===== src/rtl/flash_poll_pkg.sv =====
package flash_poll_pkg;

  typedef enum logic [2:0] {
    ST_IDLE,
    ST_ISSUE,
    ST_WAIT,
    ST_EVAL,
    ST_RESULT
  } poll_state_e;

  typedef enum logic [1:0] {
    RES_DONE,
    RES_FAIL,
    RES_TIMEOUT
  } poll_result_e;

  typedef enum logic {
    MTH_DATA_BIT = 1'b0,
    MTH_TOGGLE   = 1'b1
  } poll_method_e;

endpackage


===== src/rtl/poll_judge.sv =====
module poll_judge
  import flash_poll_pkg::*;
(
  input  poll_method_e mode,
  input  logic         want_top,
  input  logic         got_top,
  input  logic         got_tog,
  input  logic         prev_tog,
  input  logic         have_prev,
  output logic         hit
);

  always_comb begin
    if (mode == MTH_TOGGLE) begin
      hit = have_prev && (got_tog == prev_tog);
    end else begin
      hit = (got_top == want_top);
    end
  end

endmodule


===== src/rtl/poll_timer.sv =====
module poll_timer #(
  parameter int LIMIT = 5000
) (
  input  logic clk,
  input  logic rst_n,
  input  logic clear,
  input  logic run,
  output logic expired
);

  localparam int CW = $clog2(LIMIT + 1);
  localparam logic [CW-1:0] LIM = CW'(LIMIT);

  logic [CW-1:0] count_q;

  always_ff @(posedge clk) begin
    if (!rst_n) begin
      count_q <= '0;
    end else if (clear) begin
      count_q <= '0;
    end else if (run && count_q != LIM) begin
      count_q <= count_q + 1'b1;
    end
  end

  assign expired = (count_q == LIM);

  a_r7_saturates : assert property (@(posedge clk) disable iff (!rst_n)
    (expired && !clear) |=> expired);

  a_r7_clear_rearms : assert property (@(posedge clk) disable iff (!rst_n)
    clear |=> !expired);

endmodule


===== src/rtl/flash_done_poller.sv =====
module flash_done_poller
  import flash_poll_pkg::*;
#(
  parameter int AW        = 18,
  parameter int DW        = 8,
  parameter int CLK_MHZ   = 250,
  parameter int BUDGET_US = 20
) (
  input  logic          clk,
  input  logic          rst_n,
  input  logic          start,
  input  logic          method,
  input  logic          erase,
  input  logic          prog_top_bit,
  input  logic [AW-1:0] target_addr,
  output logic          rd_valid,
  input  logic          rd_ready,
  output logic [AW-1:0] rd_addr,
  input  logic          rsp_valid,
  input  logic [DW-1:0] rsp_data,
  output logic          busy,
  output logic          done,
  output logic          fail,
  output logic          timeout
);

  localparam int LIMIT   = CLK_MHZ * BUDGET_US;
  localparam int TOP_BIT = DW - 1;
  localparam int TOG_BIT = DW - 2;

  poll_state_e  state_q;
  poll_result_e res_q;
  poll_method_e mode_q;
  logic         want_top_q;
  logic         top_q;
  logic         tog_q;
  logic         prev_tog_q;
  logic         have_prev_q;
  logic [1:0]   confirm_q;
  logic [AW-1:0] addr_q;
  logic         accept;
  logic         hit;
  logic         expired;

  assign accept = (state_q == ST_IDLE) && start;

  poll_judge u_judge (
    .mode      (mode_q),
    .want_top  (want_top_q),
    .got_top   (top_q),
    .got_tog   (tog_q),
    .prev_tog  (prev_tog_q),
    .have_prev (have_prev_q),
    .hit       (hit)
  );

  poll_timer #(.LIMIT(LIMIT)) u_timer (
    .clk     (clk),
    .rst_n   (rst_n),
    .clear   (accept),
    .run     (busy),
    .expired (expired)
  );

  always_ff @(posedge clk) begin
    if (!rst_n) begin
      state_q     <= ST_IDLE;
      res_q       <= RES_DONE;
      mode_q      <= MTH_DATA_BIT;
      want_top_q  <= 1'b0;
      top_q       <= 1'b0;
      tog_q       <= 1'b0;
      prev_tog_q  <= 1'b0;
      have_prev_q <= 1'b0;
      confirm_q   <= 2'd0;
      addr_q      <= '0;
    end else begin
      case (state_q)
        ST_IDLE: begin
          if (start) begin
            mode_q      <= poll_method_e'(method);
            want_top_q  <= erase | prog_top_bit;
            addr_q      <= target_addr;
            confirm_q   <= 2'd0;
            have_prev_q <= 1'b0;
            state_q     <= ST_ISSUE;
          end
        end
        ST_ISSUE: begin
          if (rd_ready) state_q <= ST_WAIT;
        end
        ST_WAIT: begin
          if (rsp_valid) begin
            top_q   <= rsp_data[TOP_BIT];
            tog_q   <= rsp_data[TOG_BIT];
            state_q <= ST_EVAL;
          end
        end
        ST_EVAL: begin
          prev_tog_q  <= tog_q;
          have_prev_q <= 1'b1;
          if (confirm_q != 2'd0) begin
            if (!hit) begin
              res_q   <= RES_FAIL;
              state_q <= ST_RESULT;
            end else if (confirm_q == 2'd2) begin
              res_q   <= RES_DONE;
              state_q <= ST_RESULT;
            end else begin
              confirm_q <= 2'd2;
              state_q   <= ST_ISSUE;
            end
          end else if (hit) begin
            confirm_q <= 2'd1;
            state_q   <= ST_ISSUE;
          end else if (expired) begin
            res_q   <= RES_TIMEOUT;
            state_q <= ST_RESULT;
          end else begin
            state_q <= ST_ISSUE;
          end
        end
        ST_RESULT: state_q <= ST_IDLE;
        default:   state_q <= ST_IDLE;
      endcase
    end
  end

  assign rd_valid = (state_q == ST_ISSUE);
  assign rd_addr  = addr_q;
  assign busy     = (state_q != ST_IDLE);
  assign done     = (state_q == ST_RESULT) && (res_q == RES_DONE);
  assign fail     = (state_q == ST_RESULT) && (res_q == RES_FAIL);
  assign timeout  = (state_q == ST_RESULT) && (res_q == RES_TIMEOUT);

  a_r1_idle_after_reset : assert property (@(posedge clk)
    !rst_n |=> (!busy && !rd_valid && !done && !fail && !timeout));

  a_r8_one_result : assert property (@(posedge clk) disable iff (!rst_n)
    $onehot0({done, fail, timeout}));

  a_r8_single_cycle : assert property (@(posedge clk) disable iff (!rst_n)
    (done || fail || timeout) |=> !(done || fail || timeout) && !busy);

  a_r10_hold_request : assert property (@(posedge clk) disable iff (!rst_n)
    (rd_valid && !rd_ready) |=> (rd_valid && $stable(rd_addr)));

  a_r10_one_outstanding : assert property (@(posedge clk) disable iff (!rst_n)
    (rd_valid && rd_ready) |=> !rd_valid);

  a_r9_addr_fixed : assert property (@(posedge clk) disable iff (!rst_n)
    (busy && $past(busy)) |-> $stable(rd_addr));

  a_r7_timeout_late : assert property (@(posedge clk) disable iff (!rst_n)
    timeout |-> expired);

endmodule


===== config.mk =====
export PLATFORM = sky130hd
export DESIGN_NAME = flash_done_poller
export DESIGN_NICKNAME = d
export VERILOG_FILES = /design/src/rtl/flash_poll_pkg.sv /design/src/rtl/poll_judge.sv /design/src/rtl/poll_timer.sv /design/src/rtl/flash_done_poller.sv
export SDC_FILE = /design/constraint.sdc
export NUM_CORES = 1
export LEC_CHECK = 0
export CAP_MARGIN = 20
export CORE_AREA = 2 2 99 53
export CTS_BUF_LIST = sky130_fd_sc_hd__clkbuf_8
export DETAILED_ROUTE_END_ITERATION = 8
export DIE_AREA = 0 0 101 55
export HOLD_SLACK_MARGIN = 0.15
export MAX_ROUTING_LAYER = met4
export PLACE_DENSITY_LB_ADDON = 0.08
export REMOVE_ABC_BUFFERS = 1
export SYNTH_ARGS = -nofsm -noshare
export SYNTH_HDL_FRONTEND = slang
export SYNTH_SLANG_ARGS = --single-unit

===== constraint.sdc =====
create_clock -name clk -period 4.1 [get_ports clk]
set_input_delay 0.82 -clock clk [delete_from_list [all_inputs] [get_ports clk]]
set_output_delay 0.82 -clock clk [all_outputs]
set_load 0.005 [all_outputs]

==> reports/results.txt <==
CP Buf/Inv Count: 2
Final Hold Fails: 0
Crit path max-delay family: buffers and inverters
Reg2Reg Depth: 4
die height: 55 um
worst rel slew slack: 47.69%
1st-iter DRT viols: 70
Post-synth EDFFs: 0
Lkg Pwr: 0.9083 nW
#FFs+latches synth: 44
Setup-failing EPs final: 0
Tmin final: 2.720 ns
Post-CTS Repair Setup Buffers: 0
Final Non-Filler Cells: 340
vias in the first global route: 1395
critical path, cell by cell: inv_1 -> nor4b_1 -> clkdlybuf4s50_1
period utilization: 66.33%
first-pass GRT wire length: 7038 um
Starting Density: 40.85%
gr usage total: 17.33%
number of remaining DRC errors: 0
most frequent cells in the layout: clkdlybuf4s50_1, nand2_1, dfxtp_1, a21oi_1, nor2_1
post-synth cell types: 46
outcome: finished clean
Crit Path Category: reg -> out
post-cts resize count: 0
DIE AREA: 5555 um2
initial antenna violation count: 0
final wirelength: 4513 um
CTS tree: built
Rows: 18
most common cell after layout, fill and taps aside: clkdlybuf4s50_1
Vias: 1730
CTS max path bufs: 2
Compound-Gate Fraction of Synth Area: 16.06%
Max Slew Vio Count: 0
Core Area: 4730 um2
Startpoint Class: register
CTS buffer count: 5
Die Wd: 101 um
sequential fraction of the synthesis area: 45.60%
hold_buf cts: 0
hold path cells: 2
Slowest cell on crit path: clkdlybuf4s50_1
Async S/R FF share, synth: 0%
syn avg cell area: 8.327 um2
Worst Tran Pin Value: 0.7846 ns
Setup TNS: 0 ns
multiplexer share of the synthesized area: 2.137%
Synth Area in Simple Gates: 25.97%
synth warn: 0
XOR/XNOR Fraction of Synth Area: 4.080%
# clock sinks: 44
layout overhead on the synthesized area: 33.42%
Worst VDD drop: 0.0001961 V
Port Buffers: 50
boundary pin count: 57
Crit. End Element: output pin
Layout Nets: 315
CP arrival: 1.90 ns
WL/cell: 13.27 um
worst skew pair latency: 0.29 ns
H-tree Lvls: 2
flop-to-flop setup slack: 2.15 ns
crit-path max FO: 9
Mapped Cells: 232
Req. time, crit path: 3.28 ns
top_reg_cell synth: dfxtp_1
clk root buf: clkbuf_8
Power per Cell Area: 358.2 nW/um2
max cap viols: 0
share of layout cells above drive strength 1: 6.071%
Reg clk slew, reported paths: 0.09 ns
worst hold path type: reg -> reg
worst stage delay on the critical path: 0.56 ns
FMAX: 0.3677 GHz
GRT overflow: 0
DPL Wire Length: 3221 um
Worst Skew: 0.006764 ns
post-synthesis cell area: 1932 um2
WP depth: 3
# placed instances: 332
ANT nets after route: 0
RSZ-0062 raised after global routing: false
largest net degree at the start of global routing: 29
Adder-Cell Fraction of Synth Area: 1.295%
drt via density: 5.088
largest family of logic cells by synthesized area: simple AND/OR/NAND/NOR gates
1st-pass router iterations: 5
global placement routability congestion: 0.7634
Antenna diodes: 0
-- tightest hold or removal path: stages (launching register included) --
cell and delay (ns):
dfxtp_1 0.32, nand2_1 0.05, a21oi_1 0.05
-- metrics by stage --
stage               utilization, %  hold slack (ns)  total power, W  cell area (um2)  setup WS, ns
finish                       54.50           0.4558       0.0009232             2577         1.380
global route                 54.50           0.4788       0.0009707             2577         1.247
CTS                          54.50           0.4576       0.0009324             2577         1.356
detailed placement           52.14           0.4452       0.0006048             2466         1.703
global placement             52.14           0.4406       0.0006041             2466         1.696
floorplan                        -           0.4317       0.0005258             1876         1.796
-- cell families after synthesis --
logic type / Yosys count
AOI/OAI and AO/OA: 49
xor gates and xnor gates: 9
adders and majority gates: 2
buffers and inverters: 22
DFF: 44
muxes: 4
and+or+nand+nor: 102
-- where the power goes --
part	switching [W]	internal, W
clock	0.000149	0.000180
combinational	0.0000594	0.0000732
sequential	0.0000161	0.000445
-- state kept, by name, indices dropped and copies added (netlist names), 2 cells and up --
name	flops
res_q	2
state_q	3
rd_addr	18
u_timer.count_q	13
confirm_q	2
-- final cells by class --
class / count / area [um2]
tap: 60 / 75.07
timing repair buffer: 52 / 515.5
sequential: 44 / 880.8
clock buffer: 5 / 68.82
fill: 441 / 2152
multi-input combinational: 166 / 957.2
clock inverter: 3 / 42.54
inverter: 10 / 37.54
-- synth_stat cells, types with 2 or more instances --
cell type	number	area share (%)
a31oi_1	3	0.97
or3_1	3	0.97
and4_1	2	0.91
xor2_1	3	1.4
and2_1	3	0.97
mux2i_1	3	1.6
a21oi_1	28	7.3
nor4b_1	4	1.8
o21a_1	2	0.78
nor2_1	15	2.9
nand3_1	3	0.78
o2111ai_1	2	0.91
inv_1	9	1.7
xnor2_1	6	2.7
buf_2	6	1.6
clkbuf_1	5	0.97
nand2_1	49	9.5
nand4_1	3	0.97
ha_1	2	1.3
o21ai_0	4	1.0
nand3b_1	3	1.2
nor3_1	7	1.8
dfxtp_1	44	46
-- path summary, 6_finish.rpt --
| check | start | to |
|---|---|---|
| max reg2reg | state_q[1] | confirm_q[0] |
| min | have_prev_q | have_prev_q |
| min reg2reg | have_prev_q | have_prev_q |
| max | state_q[2] | timeout |
-- routing by layer --
metal  part of all wire [%]  vias to the layer above  GRT usage (%)
met4                   0.42                        0          4.054
met3                    6.6                        2          4.523
met2                     37                       53          21.78
met5                      0                        -              -
met1                     56                      778          26.61
li1                       -                      897              -
No activity file was read; power rests on OpenSTA's default activity.
